==> src/rtl/region_pkg.sv <==
// Shared types for the pixel region hit buffer.
// Assumes: nothing beyond the standard language.
package region_pkg;

    typedef enum logic [1:0] {
        SLOT_FREE  = 2'd0,
        SLOT_WAIT  = 2'd1,
        SLOT_READY = 2'd2
    } slot_state_e;

endpackage

==> src/rtl/region_pick.sv <==
// Lowest-index priority picker: finds the first set request bit.
// Assumes: N >= 1 and IW wide enough to hold N-1.
module region_pick #(
    parameter int N  = 5,
    parameter int IW = 3
) (
    input  logic [N-1:0]  req_i,
    output logic          found_o,
    output logic [IW-1:0] idx_o,
    output logic [N-1:0]  grant_o
);

    // Scan from the top so that the lowest set bit wins.
    always_comb begin
        found_o = 1'b0;
        idx_o   = '0;
        grant_o = '0;
        for (int i = N - 1; i >= 0; i--) begin
            if (req_i[i]) begin
                found_o    = 1'b1;
                idx_o      = IW'(i);
                grant_o    = '0;
                grant_o[i] = 1'b1;
            end
        end
    end

endmodule

==> src/rtl/region_pixel_link.sv <==
// Per-pixel front: detects the rising edge of one discriminator and remembers
// which slot owns the pulse in flight, steering ToT increments to that slot.
// Assumes: disc_i is already synchronous to clk.
module region_pixel_link #(
    parameter int NSLOT = 5,
    parameter int IW    = 3
) (
    input  logic             clk,
    input  logic             rst_n,
    input  logic             disc_i,
    input  logic             alloc_ok_i,
    input  logic [IW-1:0]    alloc_idx_i,
    input  logic [NSLOT-1:0] slot_wait_i,
    output logic             rise_o,
    output logic [NSLOT-1:0] inc_o
);

    localparam int PADN = 1 << IW;

    logic          prev_q;
    logic          link_q;
    logic [IW-1:0] owner_q;
    logic [PADN-1:0] wait_pad;

    assign rise_o   = disc_i & ~prev_q;
    assign wait_pad = PADN'(slot_wait_i);

    // Track the previous level and the owning slot of the current pulse.
    always_ff @(posedge clk) begin
        if (!rst_n) begin
            prev_q  <= 1'b0;
            link_q  <= 1'b0;
            owner_q <= '0;
        end else begin
            prev_q <= disc_i;
            if (rise_o && alloc_ok_i) begin
                link_q  <= 1'b1;
                owner_q <= alloc_idx_i;
            end else if (!disc_i || !wait_pad[owner_q]) begin
                link_q <= 1'b0;
            end
        end
    end

    // One increment request per slot, only toward the owner.
    for (genvar k = 0; k < NSLOT; k++) begin : g_inc
        assign inc_o[k] = link_q && disc_i && (owner_q == IW'(k));
    end

endmodule

==> src/rtl/region_slot.sv <==
// One shared buffer slot: hit mask, per-pixel ToT, latency countdown and
// the free / waiting / ready life cycle.
// Assumes: alloc_i only while free, read_i only while ready (enforced above).
module region_slot
    import region_pkg::*;
#(
    parameter int NPIX  = 4,
    parameter int TOT_W = 4,
    parameter int LAT_W = 8
) (
    input  logic                  clk,
    input  logic                  rst_n,
    input  logic                  alloc_i,
    input  logic [NPIX-1:0]       mask_i,
    input  logic [LAT_W-1:0]      lat_i,
    input  logic                  trig_i,
    input  logic [NPIX-1:0]       inc_i,
    input  logic                  read_i,
    output logic                  is_free_o,
    output logic                  is_wait_o,
    output logic                  is_ready_o,
    output logic [NPIX-1:0]       mask_o,
    output logic [NPIX*TOT_W-1:0] tot_o
);

    localparam logic [TOT_W-1:0] TOT_MAX = '1;

    slot_state_e      state_q;
    logic [LAT_W-1:0] cnt_q;
    logic [NPIX-1:0]  mask_q;
    logic [TOT_W-1:0] tot_q [NPIX];

    assign is_free_o  = (state_q == SLOT_FREE);
    assign is_wait_o  = (state_q == SLOT_WAIT);
    assign is_ready_o = (state_q == SLOT_READY);
    assign mask_o     = mask_q;

    for (genvar p = 0; p < NPIX; p++) begin : g_pack
        assign tot_o[p*TOT_W +: TOT_W] = tot_q[p];
    end

    // Slot life cycle, latency countdown and saturating ToT accumulation.
    always_ff @(posedge clk) begin
        if (!rst_n) begin
            state_q <= SLOT_FREE;
            cnt_q   <= '0;
            mask_q  <= '0;
            for (int p = 0; p < NPIX; p++) tot_q[p] <= '0;
        end else begin
            case (state_q)
                SLOT_FREE: begin
                    if (alloc_i) begin
                        state_q <= SLOT_WAIT;
                        cnt_q   <= lat_i;
                        mask_q  <= mask_i;
                        for (int p = 0; p < NPIX; p++)
                            tot_q[p] <= mask_i[p] ? TOT_W'(1) : '0;
                    end
                end
                SLOT_WAIT: begin
                    for (int p = 0; p < NPIX; p++)
                        if (inc_i[p] && tot_q[p] != TOT_MAX)
                            tot_q[p] <= tot_q[p] + TOT_W'(1);
                    if (cnt_q == '0)
                        state_q <= trig_i ? SLOT_READY : SLOT_FREE;
                    else
                        cnt_q <= cnt_q - LAT_W'(1);
                end
                SLOT_READY: begin
                    if (read_i) state_q <= SLOT_FREE;
                end
                default: state_q <= SLOT_FREE;
            endcase
        end
    end

    // an expiring slot with a trigger becomes ready.
    a_r5_keep_triggered: assert property (@(posedge clk) disable iff (!rst_n)
        (state_q == SLOT_WAIT && cnt_q == '0 && trig_i) |=> state_q == SLOT_READY);

    // an expiring slot without a trigger is freed.
    a_r5_drop_untriggered: assert property (@(posedge clk) disable iff (!rst_n)
        (state_q == SLOT_WAIT && cnt_q == '0 && !trig_i) |=> state_q == SLOT_FREE);

    // a read of a ready slot releases it.
    a_r6_read_releases: assert property (@(posedge clk) disable iff (!rst_n)
        (state_q == SLOT_READY && read_i) |=> state_q == SLOT_FREE);

    // a saturated ToT field stays at its maximum.
    for (genvar p = 0; p < NPIX; p++) begin : g_sat
        a_r9_tot_saturates: assert property (@(posedge clk) disable iff (!rst_n)
            (state_q == SLOT_WAIT && tot_q[p] == TOT_MAX) |=> tot_q[p] == TOT_MAX);
    end

endmodule

==> src/rtl/pixel_region_buffer.sv <==
// Pixel region hit buffer top: per-pixel edge detection and slot links,
// a pool of shared slots, free/ready pickers, read-out mux and overflow flag.
// Assumes: discriminator levels are synchronous to the bunch-crossing clock;
// the readout pulses read_i once per slot it fetches.
module pixel_region_buffer
    import region_pkg::*;
#(
    parameter int NPIX  = 4,
    parameter int NSLOT = 5,
    parameter int TOT_W = 4,
    parameter int LAT_W = 8,
    localparam int SLOT_IW = (NSLOT > 1) ? $clog2(NSLOT) : 1
) (
    input  logic                  clk,
    input  logic                  rst_n,
    input  logic [NPIX-1:0]       disc_i,
    input  logic                  trig_i,
    input  logic [LAT_W-1:0]      latency_i,
    input  logic                  read_i,
    output logic                  token_o,
    output logic [SLOT_IW-1:0]    rd_slot_o,
    output logic [NPIX-1:0]       rd_mask_o,
    output logic [NPIX*TOT_W-1:0] rd_tot_o,
    output logic                  overflow_o
);

    logic [NPIX-1:0]       rise;
    logic [NSLOT-1:0]      pix_inc [NPIX];
    logic [NSLOT-1:0]      free_vec, wait_vec, ready_vec;
    logic [NSLOT-1:0]      free_grant, ready_grant;
    logic                  free_found, ready_found;
    logic [SLOT_IW-1:0]    free_idx, ready_idx;
    logic                  any_rise;
    logic [NPIX-1:0]       slot_mask [NSLOT];
    logic [NPIX*TOT_W-1:0] slot_tot  [NSLOT];
    logic                  ovf_q;

    assign any_rise = |rise;

    region_pick #(.N(NSLOT), .IW(SLOT_IW)) u_free_pick (
        .req_i   (free_vec),
        .found_o (free_found),
        .idx_o   (free_idx),
        .grant_o (free_grant)
    );

    region_pick #(.N(NSLOT), .IW(SLOT_IW)) u_ready_pick (
        .req_i   (ready_vec),
        .found_o (ready_found),
        .idx_o   (ready_idx),
        .grant_o (ready_grant)
    );

    for (genvar p = 0; p < NPIX; p++) begin : g_pix
        region_pixel_link #(.NSLOT(NSLOT), .IW(SLOT_IW)) u_link (
            .clk         (clk),
            .rst_n       (rst_n),
            .disc_i      (disc_i[p]),
            .alloc_ok_i  (free_found),
            .alloc_idx_i (free_idx),
            .slot_wait_i (wait_vec),
            .rise_o      (rise[p]),
            .inc_o       (pix_inc[p])
        );
    end

    for (genvar k = 0; k < NSLOT; k++) begin : g_slot
        logic [NPIX-1:0] inc_here;
        for (genvar p = 0; p < NPIX; p++) begin : g_gather
            assign inc_here[p] = pix_inc[p][k];
        end
        region_slot #(.NPIX(NPIX), .TOT_W(TOT_W), .LAT_W(LAT_W)) u_slot (
            .clk        (clk),
            .rst_n      (rst_n),
            .alloc_i    (free_grant[k] && any_rise),
            .mask_i     (rise),
            .lat_i      (latency_i),
            .trig_i     (trig_i),
            .inc_i      (inc_here),
            .read_i     (ready_grant[k] && read_i),
            .is_free_o  (free_vec[k]),
            .is_wait_o  (wait_vec[k]),
            .is_ready_o (ready_vec[k]),
            .mask_o     (slot_mask[k]),
            .tot_o      (slot_tot[k])
        );
    end

    // Present the lowest ready slot to the column readout.
    always_comb begin
        rd_mask_o = '0;
        rd_tot_o  = '0;
        for (int k = 0; k < NSLOT; k++) begin
            if (ready_grant[k]) begin
                rd_mask_o = rd_mask_o | slot_mask[k];
                rd_tot_o  = rd_tot_o  | slot_tot[k];
            end
        end
    end

    assign token_o    = ready_found;
    assign rd_slot_o  = ready_idx;
    assign overflow_o = ovf_q;

    // Sticky record of a hit lost for lack of a free slot.
    always_ff @(posedge clk) begin
        if (!rst_n)                        ovf_q <= 1'b0;
        else if (any_rise && !free_found)  ovf_q <= 1'b1;
    end

    // a hit with no free slot raises the flag on the next edge.
    a_r8_lost_hit_flags: assert property (@(posedge clk) disable iff (!rst_n)
        (any_rise && !free_found) |=> overflow_o);

    // the flag holds until reset.
    a_r8_flag_sticky: assert property (@(posedge clk) disable iff (!rst_n)
        overflow_o |=> overflow_o);

    // a hit allocated while a slot was free grows the busy count unless something left.
    a_r7_alloc_consumes: assert property (@(posedge clk) disable iff (!rst_n)
        (any_rise && free_found && !read_i && wait_vec == '0)
        |=> $countones(free_vec) == $countones($past(free_vec)) - 1);

endmodule

==> config.mk <==
export PLATFORM = sky130hd
export DESIGN_NAME = pixel_region_buffer
export DESIGN_NICKNAME = d
export VERILOG_FILES = /design/src/rtl/region_pkg.sv /design/src/rtl/region_pick.sv /design/src/rtl/region_pixel_link.sv /design/src/rtl/region_slot.sv /design/src/rtl/pixel_region_buffer.sv
export SDC_FILE = /design/constraint.sdc
export NUM_CORES = 1
export LEC_CHECK = 0
export ABC_AREA = 1
export BUFFER_PORTS_ARGS = -buffer_cell sky130_fd_sc_hd__buf_2
export CORE_ASPECT_RATIO = 0.9
export CORE_MARGIN = 8
export CORE_UTILIZATION = 55
export CTS_BUF_LIST = sky130_fd_sc_hd__clkbuf_8
export CTS_CLUSTER_DIAMETER = 200
export DETAILED_ROUTE_END_ITERATION = 6
export PLACE_DENSITY = 0.75
export REMOVE_ABC_BUFFERS = 1
export SLEW_MARGIN = 25
export SYNTH_ARGS = -nofsm -noshare
export SYNTH_HDL_FRONTEND = slang
export SYNTH_HIERARCHICAL = 1
export SYNTH_SLANG_ARGS = --single-unit
==> constraint.sdc <==
create_clock -name clk -period 1.9 [get_ports clk]
set_input_delay 0.475 -clock clk [delete_from_list [all_inputs] [get_ports clk]]
set_output_delay 0.475 -clock clk [all_outputs]
set_load 0.05 [all_outputs]
### Word level (Yosys, flattened, before mapping)

Memories as Yosys holds them, arrays and structs flattened.
Cells that the tools add are included.
Widths: inputs -> output; s select.

| cells by class | value |
|---|---|
| order comparisons | 4 |
| multiplexer cells | 237 |
| add/subtract/negate cells | 25 |
| eq/ne operators | 66 |
| reductions and logical operators | 111 |
| bitwise operators | 56 |

Operators by type and width:

| operator | count |
|---|---|
| $mux 4 | 45 |
| $mux 1 | 127 |
| $add 4x1->4 const B | 20 |
| $mux 16 | 5 |
| $mux 8 | 10 |
| $ne 4x4->1 const B | 20 |
| $pmux 8 s2 | 5 |
| $or 16x16->16 | 4 |
| $logic_and 1x1->1 | 59 |
| $mux 5 | 10 |
| $logic_not 8->1 | 5 |
| $or 1x1->1 | 40 |
| $sub 8x1->8 const B | 5 |
| $mux 2 | 16 |
| $mux 3 | 10 |
| $pmux 2 s3 | 5 |
| $reduce_and 3->1 | 10 |
| $eq 3x2->1 const B | 8 |
| $ne 2x1->1 const B | 10 |
| $ne 2x2->1 const B | 10 |
| $reduce_bool 2->1 | 9 |
| $lt 3x4->1 const B | 4 |
| $or 4x4->4 | 4 |
| $bmux 1 s3 | 4 |
| 12 further kinds | 54 |

| word-level totals | value |
|---|---|
| register bits after elaboration | 91 |
| output and inout port bits | 25 |
| input port bits | 16 |
| memories | 5 |
| memory bits (writable) | 80 |

Memory list:

| memory | depth | bits a word | rd ports | clocked after Yosys merged registers in | wr ports | line | RTL |
|---|---|---|---|---|---|---|---|
| g_slot[0].u_slot.tot_q | 4 | 4 | 4 | 0 | 4 | region_slot.sv:31 | `logic [TOT_W-1:0] tot_q [NPIX];` |
| g_slot[1].u_slot.tot_q | 4 | 4 | 4 | 0 | 4 | region_slot.sv:31 |  |
| g_slot[2].u_slot.tot_q | 4 | 4 | 4 | 0 | 4 | region_slot.sv:31 |  |
| g_slot[3].u_slot.tot_q | 4 | 4 | 4 | 0 | 4 | region_slot.sv:31 |  |
| g_slot[4].u_slot.tot_q | 4 | 4 | 4 | 0 | 4 | region_slot.sv:31 |  |

### Depth between registers and ports, before layout

Gate-level depths: netlist of the first run.

| logic depth | value |
|---|---|
| word-level depth | 15 |
| gate-level depth with buffers | 12 |
| depth with buffers taken out | 11 |

### Modules after synthesis

Netlist of the first run, hierarchy kept.

Modules (own cells, without submodules):

| module | cells each | times used | area an instance (um2) |
|---|---|---|---|
| region_slot (g_slot[0].u_slot ...) | 218 | 2 | 1656.6 |
| region_slot (g_slot[4].u_slot) | 216 | 1 | 1720.4 |
| region_slot (g_slot[1].u_slot) | 203 | 1 | 1712.9 |
| region_slot (g_slot[2].u_slot) | 217 | 1 | 1644.1 |
| region_pixel_link | 46 | 4 | 284.0 |
| pixel_region_buffer | 174 | 1 | 803.3 |
| region_pick | 18 | 2 | 85.1 |

### Worst setup path before layout of the first run

OpenSTA, ideal clock, no wires.

| timing | value |
|---|---|
| path kind | reg2out |
| start | register g_slot[0].u_slot.state_q[1] |
| end | output port rd_tot_o[6] |
| arrival | 1484 ps |
| data required time | 1425 ps |
| stages on the path, launching flop included | 11 |
| slack | -59 ps |
| path through | dfxtp_1 inv_1 nor2_1 inv_1 nand2_1 inv_1 buf_6 nand2_1 nand2_1 a21oi_1 nand3_1 |

| between the ends | value |
|---|---|
| elaborated cells between the ends (all ways) | 11 |
| classes of those cells | eq/ne: 1; mux: 6; bitwise: 4 |

RTL lines:

| item | line | RTL |
|---|---|---|
| from (decl) | region_slot.sv:28 | `slot_state_e state_q;` |
| from (signal assigned) | region_slot.sv:65 | `state_q <= trig_i ? SLOT_READY : SLOT_FREE;` |
| $eq 2x2->1 * | region_slot.sv:35 | `assign is_ready_o = (state_q == SLOT_READY);` |
| net ready_vec[0] | pixel_region_buffer.sv:29 | `logic [NSLOT-1:0] free_vec, wait_vec, ready_vec;` |
| $mux 5 * | region_pick.sv:19 | `if (req_i[i]) begin` |
| net ready_grant[1] | pixel_region_buffer.sv:30 | `logic [NSLOT-1:0] free_grant, ready_grant;` |
| $mux 16 * | pixel_region_buffer.sv:94 | `if (ready_grant[k]) begin` |
| $or 16x16->16 | pixel_region_buffer.sv:96 | `rd_tot_o = rd_tot_o \| slot_tot[k];` |
| $mux 16 * | pixel_region_buffer.sv:94 |  |
| $or 16x16->16 | pixel_region_buffer.sv:96 |  |
| $mux 16 * | pixel_region_buffer.sv:94 |  |
| $or 16x16->16 | pixel_region_buffer.sv:96 |  |
| $mux 16 * | pixel_region_buffer.sv:94 |  |
| to (decl) | pixel_region_buffer.sv:23 | `output logic [NPIX*TOT_W-1:0] rd_tot_o,` |

Mark *: on every way through the listed nets, which the timed path passes. The rest lies on a longest branch.

### Final worst setup path of the first run

| timing | value |
|---|---|
| start | register g_slot[0].u_slot.state_q[1] |
| end | output port rd_tot_o[8] |

The elaborated chain is that of the path after synthesis.

==> impl_metrics.toml, run 1 <==
[clocking]
cts_sinks = 171
clkTransAtPathRegs_ns = 0.10
tritoncts_clock_tree = "yes"
clockRootBuffer = "sky130_fd_sc_hd__clkbuf_8"
ctsLongestPathBuffers = 2
clk-insertion-delay-late_ns = 0.48
clock_tree.htree_level_count = 4
cts_made_buffers = 17
cts-hold-fix-buffers = 0

[setup_path]
setup.worst_path.class = "reg2out"
endpoint_kind = "output pin"
path_max_fanout = 10
critPathArrivalTime_ns = 2.03
worstRegToRegCells = 10
timing.critical_path.required_ns = 1.42
crit_path_start_kind = "flip-flop"

[final_layout]
num-nets-final = 1666
most_used_cells_in_the_layout_excluding_fill_and_tap_cells = "sky130_fd_sc_hd__nand2_1, sky130_fd_sc_hd__inv_1, sky130_fd_sc_hd__nor2_1"
final_cell_count_no_fill = 1883
most_frequent_standard_cell_in_the_layout_excluding_fill_and_tap_cells = "sky130_fd_sc_hd__nand2_1"
n_diodes = 0
final_design_area_no_fill_um2 = 13100
post_route_cells_drive_above_1_share_pct = 27.3
flow.area_growth_from_synthesis_pct = 25.1

[global_route]
gr-total-overflow = 0
grt_pass1_wl_um = 47800
gr-usage-all-layers_pct = 24.9
first_global_vias = 9548
number_of_antenna_violations_at_the_first_check_in_global_routing = 0
grt_max_degree = 26

[die]
design.portCount = 41
placeableCoreArea_um2 = 19000
die_y_um = 147
core.rowCount = 48
dieWidth_um = 162
initial_utilization_pct = 55.3
fp.dieArea_um2 = 23800

[synthesis]
yosysWarningCount = 6
netlist_area_um2 = 10500
synth.yosys.seq_area_share_pct = 38.8
ys_async_sr_fraction_pct = 0
synthesis.instances = 1466
synth_edf_count = 65
number_of_synthesized_register_bits = 171
post_synth_num_cell_types = 44
synth.top_cell.area_share_pct = 20.2
top_cells_by_area_synth = "sky130_fd_sc_hd__dfxtp_1, sky130_fd_sc_hd__edfxtp_1, sky130_fd_sc_hd__nand2_1"
yosysTopAreaCell = "sky130_fd_sc_hd__dfxtp_1"
synth_area_per_cell_um2 = 7.16
synth-main-ff-cell = "sky130_fd_sc_hd__dfxtp_1"

[timing]
final.setup_skew_ns = 0.0154
max_slew_margin_pct = 66.7
hold_viol = 0
hold_slack_ns = 0.254
rsz_0062_raised_after_global_routing = "true"
finalWorstPathRequiredPeriod_ns = 2.51
fin_crit_sh_pct = 132
worstMarginPinSlew_ns = 0.495
postLayoutSetupSlackWorst_ns = -0.607
final-max-slew-violation-count = 0
maxClockFrequency_ghz = 0.399
timing.final.setup_violations = 29

[routing]
drt_first_iter_violations = 989
post-route-drc-count = 0
route.vias.total = 10300
wire_per_inst_um = 16.3
route.final.wire_length_um = 30800
via_per_inst = 5.49
firstDrtPassIters = 6
postRouteAntennaNets = 0

[status]
status = "finished with violations"
violations = "setup timing"

[placed_design]
place_worst_setup_slack_ns = -0.271
place_inst = 1838
place_hpwl_um = 21400
placedInstanceArea_um2 = 11700
port_buffers = 40
finalWeightedCongestion = 0.878

[job]
cap_violations = 0

[worst_hold_path]
timing.hold.worst.class = "in2reg"
min_path_cells = 3

[power]
p_leak_nw = 6.07
ir_drop_mv = 0.790
finalPower_mw = 12.0
powerDensity_nw_per_um2 = 917
==> worst paths after layout <==
check,start,to,slack [ns]
max,g_slot[0].u_slot/state_q[1],rd_tot_o[8],-0.61
max reg2reg,g_pix[1].u_link/prev_q,g_slot[1].u_slot/tot_q[0][0],-0.03
min,disc_i[1],g_pix[1].u_link/prev_q,0.25
min reg2reg,g_slot[2].u_slot/mask_o[3],g_slot[2].u_slot/mask_o[3],0.46
==> power by group <==
part	leakage [nW]	switching [mW]	internal, mW	total [mW]
Sequential	1.55	0.605	4.40	5.00
Clock	0.202	1.47	1.23	2.70
Combinational	4.32	2.75	1.60	4.34
Total	6.07	4.82	7.22	12.0
==> stage by stage <==
step	setup TNS, ns	utilization (%)
after CTS	-11.45	66.6
after global routing	-14.48	69.2
after detailed placement	-22.75	61.6
after floorplan	-29.93	-
final	-11.42	69.2
after global placement	-18.52	61.6
==> metal layers <==
metal  track usage [%]  up-vias  share of wire (%)
met3              5.82       70                9.2
met2              38.2      483                 45
met4              7.63        0                2.6
met5                 0        -                  0
met1              34.1     4745                 43
li1                  -     5048                  -
==> synthesized netlist by cell type, drive strengths merged, types with 7 or more instances <==
cell	n
or2	7
nand3	134
a21oi	81
buf	31
o21ai	94
nand4	8
edfxtp	65
dfxtp	106
nand2	452
nor3	22
o21bai	7
a22o	10
inv	181
xnor2	7
nor2	192
ha	30
==> timing repair <==
item / CTS / global route
gates resized for setup: 143 / 113
endpoints found under the setup margin: 114 / 157
pin swaps: 5 / 26
cloned: 1 / 1
buffers inserted: 6 / 10
==> layout make-up <==
| class | count | area [um2] |
|---|---|---|
| Multi-Input combinational cell | 1076 | 6090 |
| Fill cell | 1448 | 5840 |
| Sequential cell | 171 | 4090 |
| Timing Repair Buffer | 167 | 1520 |
| Inverter | 187 | 722 |
| Tap cell | 250 | 313 |
| Clock buffer | 18 | 248 |
| Clock inverter | 14 | 158 |
==> critical path, cell delays in order (launching register included) <==
cell and delay, ns:
sky130_fd_sc_hd__dfxtp_2 0.35, sky130_fd_sc_hd__inv_2 0.05, sky130_fd_sc_hd__nor2_4 0.14, sky130_fd_sc_hd__inv_2 0.07, sky130_fd_sc_hd__nand2_4 0.09, sky130_fd_sc_hd__inv_8 0.05, sky130_fd_sc_hd__buf_16 0.15, sky130_fd_sc_hd__nand2_1 0.10
sky130_fd_sc_hd__nand2_1 0.09, sky130_fd_sc_hd__a21oi_2 0.19, sky130_fd_sc_hd__nand3_2 0.11, sky130_fd_sc_hd__buf_6 0.17
==> flip-flops by register name (all words and copies together) (netlist names) <==
signal,cells
g_pix.u_link/prev_q,4
g_slot.u_slot/cnt_q,40
g_pix.u_link/link_q,4
g_slot.u_slot/state_q,10
overflow_o,1
g_pix.u_link/owner_q,12
g_slot.u_slot/mask_o,20
g_slot.u_slot/tot_q,80
==> logic make-up after synthesis <==
family	share of synthesized area (%)
compound gates	12.1
simple gates	35.3
buf+inv	9.18
flops	38.8
fa+ha+maj	3.57
xor+xnor	1.00
No activity file was read; power rests on OpenSTA's default activity.
==> run 2, diff against run 1 <==
==> constraint.sdc (replaced) <==
create_clock -name clk -period 1.9 [get_ports clk]
set_input_delay 0.095 -clock clk [delete_from_list [all_inputs] [get_ports clk]]
set_output_delay 0.095 -clock clk [all_outputs]
set_load 0.05 [all_outputs]
==> run 2 against run 1 <==
Effect of this change: the flow still finishes with violations (setup timing); critical endpoint is now rd_tot_o[9]; register-to-register slack better by 0.05 ns; critical path type unchanged; sequential power decreased by 0.8%; first-iteration DRC count down 3.2%; core utilization shrank 3.1 points; fmax is 18% higher; total power down 3.2%; clock skew rose by 0.00070 ns; largest cell class unchanged; critical path depth decreased by 2.
==> impl_metrics.toml, run 2 (same netlist as run 1, synthesis figures left out) <==
[final_layout]
most_used_cells_in_the_layout_excluding_fill_and_tap_cells = "sky130_fd_sc_hd__nand2_1, sky130_fd_sc_hd__inv_1, sky130_fd_sc_hd__nor2_1"
post-route-util_pct = 66.1
post_route_cells_drive_above_1_share_pct = 22.9
largest_reg_flops = 80
flow.area_growth_from_synthesis_pct = 19.5
n_diodes = 0
largest-register = "g_slot.u_slot/tot_q"
most_frequent_standard_cell_in_the_layout_excluding_fill_and_tap_cells = "sky130_fd_sc_hd__nand2_1"
num-nets-final = 1603

[timing]
hold_viol = 0
hold_slack_ns = 0.0655
max_slew_margin_pct = 64.6
fin_crit_sh_pct = 112
final.setup_skew_ns = 0.0161
rsz_0062_raised_after_global_routing = "true"
worstMarginPinSlew_ns = 0.527
finalWorstPathRequiredPeriod_ns = 2.13
postLayoutSetupSlackWorst_ns = -0.231
maxClockFrequency_ghz = 0.469
final-max-slew-violation-count = 0
timing.final.setup_violations = 20

[die]
die_y_um = 147
initial_utilization_pct = 55.3
core.rowCount = 48
fp.dieArea_um2 = 23800
dieWidth_um = 162
design.portCount = 41
placeableCoreArea_um2 = 19000

[job]
cap_violations = 0

[status]
status = "finished with violations"
violations = "setup timing"

[setup_path]
critPathArrivalTime_ns = 2.04
reg2reg_setup_slack_ns = 0.02
worstReg2RegEnd = "g_slot[1].u_slot/tot_q[0][0]"
worst_r2r_startpoint = "g_slot[0].u_slot/state_q[0]"
setup.worst_path.class = "reg2out"
crit_path_start_kind = "flip-flop"
worstRegToRegCells = 13
path_max_fanout = 6
timing.critical_path.required_ns = 1.80
endpoint_kind = "output pin"

[global_route]
grt_max_degree = 37
gr-total-overflow = 0
number_of_antenna_violations_at_the_first_check_in_global_routing = 0
grt_pass1_wl_um = 46500
gr-usage-all-layers_pct = 24.1
first_global_vias = 9054

[clocking]
ctsLongestPathBuffers = 2
cts_sinks = 171
tritoncts_clock_tree = "yes"
cts_made_buffers = 17
clockRootBuffer = "sky130_fd_sc_hd__clkbuf_8"
clk-insertion-delay-late_ns = 0.47
clock_tree.htree_level_count = 4
clkTransAtPathRegs_ns = 0.10

[placed_design]
port_buffers = 40
finalWeightedCongestion = 0.920
place_hpwl_um = 20800
place_worst_setup_slack_ns = -0.0226

[power]
power.internal_mw = 6.80
finalPower_mw = 11.7
switchingPower_mw = 4.86
clock_power_share_pct = 21.4
p_leak_nw = 5.77
power.share.sequential_pct = 42.5
ir_drop_mv = 0.783
power.combinational.fraction_pct = 36.1
sw_frac_of_total_pct = 41.7
powerDensity_nw_per_um2 = 930

[routing]
postRouteAntennaNets = 0
firstDrtPassIters = 5
wire_per_inst_um = 16.1
route.final.wire_length_um = 29200
route.vias.total = 9965
post-route-drc-count = 0
met2_wl_post_dr_um = 13200
drt_first_iter_violations = 957
route.layer.met1.wl_um = 13300
via_per_inst = 5.48
top_sig_layer = "met4"
routed-wl-met3_um = 2160

[worst_hold_path]
timing.hold.worst.class = "in2reg"
min_from = "latency_i[1]"
min_path_cells = 5
hold_end = "g_slot[2].u_slot/cnt_q[1]"
-- run 2: cell type report --
type	count	area, um2
fill	1608	6430
tap	250	313
timing repair buffer	104	1020
clock buffer	17	234
multi-input combinational	1076	6050
clock inverter	15	130
sequential	171	4080
inverter	187	722
-- run 2: worst max-delay path by stage --
stage / start / endpoint / slack [ns]
6_report: g_slot[3].u_slot/state_q[0] / rd_tot_o[9] / -0.23
5_1_grt: g_slot[0].u_slot/state_q[0] / rd_mask_o[0] / -0.31
4_1_cts: g_slot[1].u_slot/state_q[0] / rd_tot_o[8] / -0.22
3_5_place_dp: g_slot[3].u_slot/state_q[1] / g_slot[3].u_slot/cnt_q[6] / -0.02
3_3_place_gp: g_slot[3].u_slot/state_q[1] / g_slot[3].u_slot/tot_q[1][1] / 0.04
2_1_floorplan: g_slot[0].u_slot/state_q[1] / rd_mask_o[2] / -0.94
-- run 2: power groups by stage --
stage / clock network (mW) / registers, mW / logic (mW)
6_report: 2.49 / 4.96 / 4.21
5_1_grt: 2.66 / 5.03 / 4.63
4_1_cts: 2.54 / 4.90 / 3.92
3_5_place_dp: 0 / 4.97 / 3.78
3_3_place_gp: 0 / 4.97 / 3.66
2_1_floorplan: 0 / 4.85 / 2.76
-- run 2: critical path: stages (launching register included) --
cell and delay [ns]:
sky130_fd_sc_hd__dfxtp_2 0.33, sky130_fd_sc_hd__buf_4 0.13, sky130_fd_sc_hd__nor2_2 0.12, sky130_fd_sc_hd__nand2_1 0.11, sky130_fd_sc_hd__nor2_4 0.25, sky130_fd_sc_hd__buf_12 0.17, sky130_fd_sc_hd__a21oi_1 0.06, sky130_fd_sc_hd__buf_4 0.16
sky130_fd_sc_hd__nand3_4 0.07, sky130_fd_sc_hd__buf_8 0.15
-- run 2: metrics by stage --
step | std cells | cell area, um2 | setup TNS (ns)
after floorplan | 1434 | 10200 | -20.84
after global placement | 1770 | 11200 | 0
after detailed placement | 1770 | 11200 | -0.289
after CTS | 1817 | 12100 | -3.95
after global routing | 1820 | 12500 | -6.33
final | 1820 | 12500 | -4.01
-- run 2: repair_timing --
action                                  in CTS  in global routing
endpoints found under the hold margin       11                  0
buffers inserted                             7                  2
resized for setup                          115                104
pin swaps                                    8                 23
endpoints found under the setup margin      64                142
hold buffers                                 6                  0
gates cloned                                 2                  2
-- run 2: metal layers --
layer | vias to the layer above | GRT usage [%]
met5 | - | 0
met4 | 0 | 6.71
met3 | 41 | 3.61
met2 | 401 | 37.2
met1 | 4593 | 34.4
li1 | 4930 | -
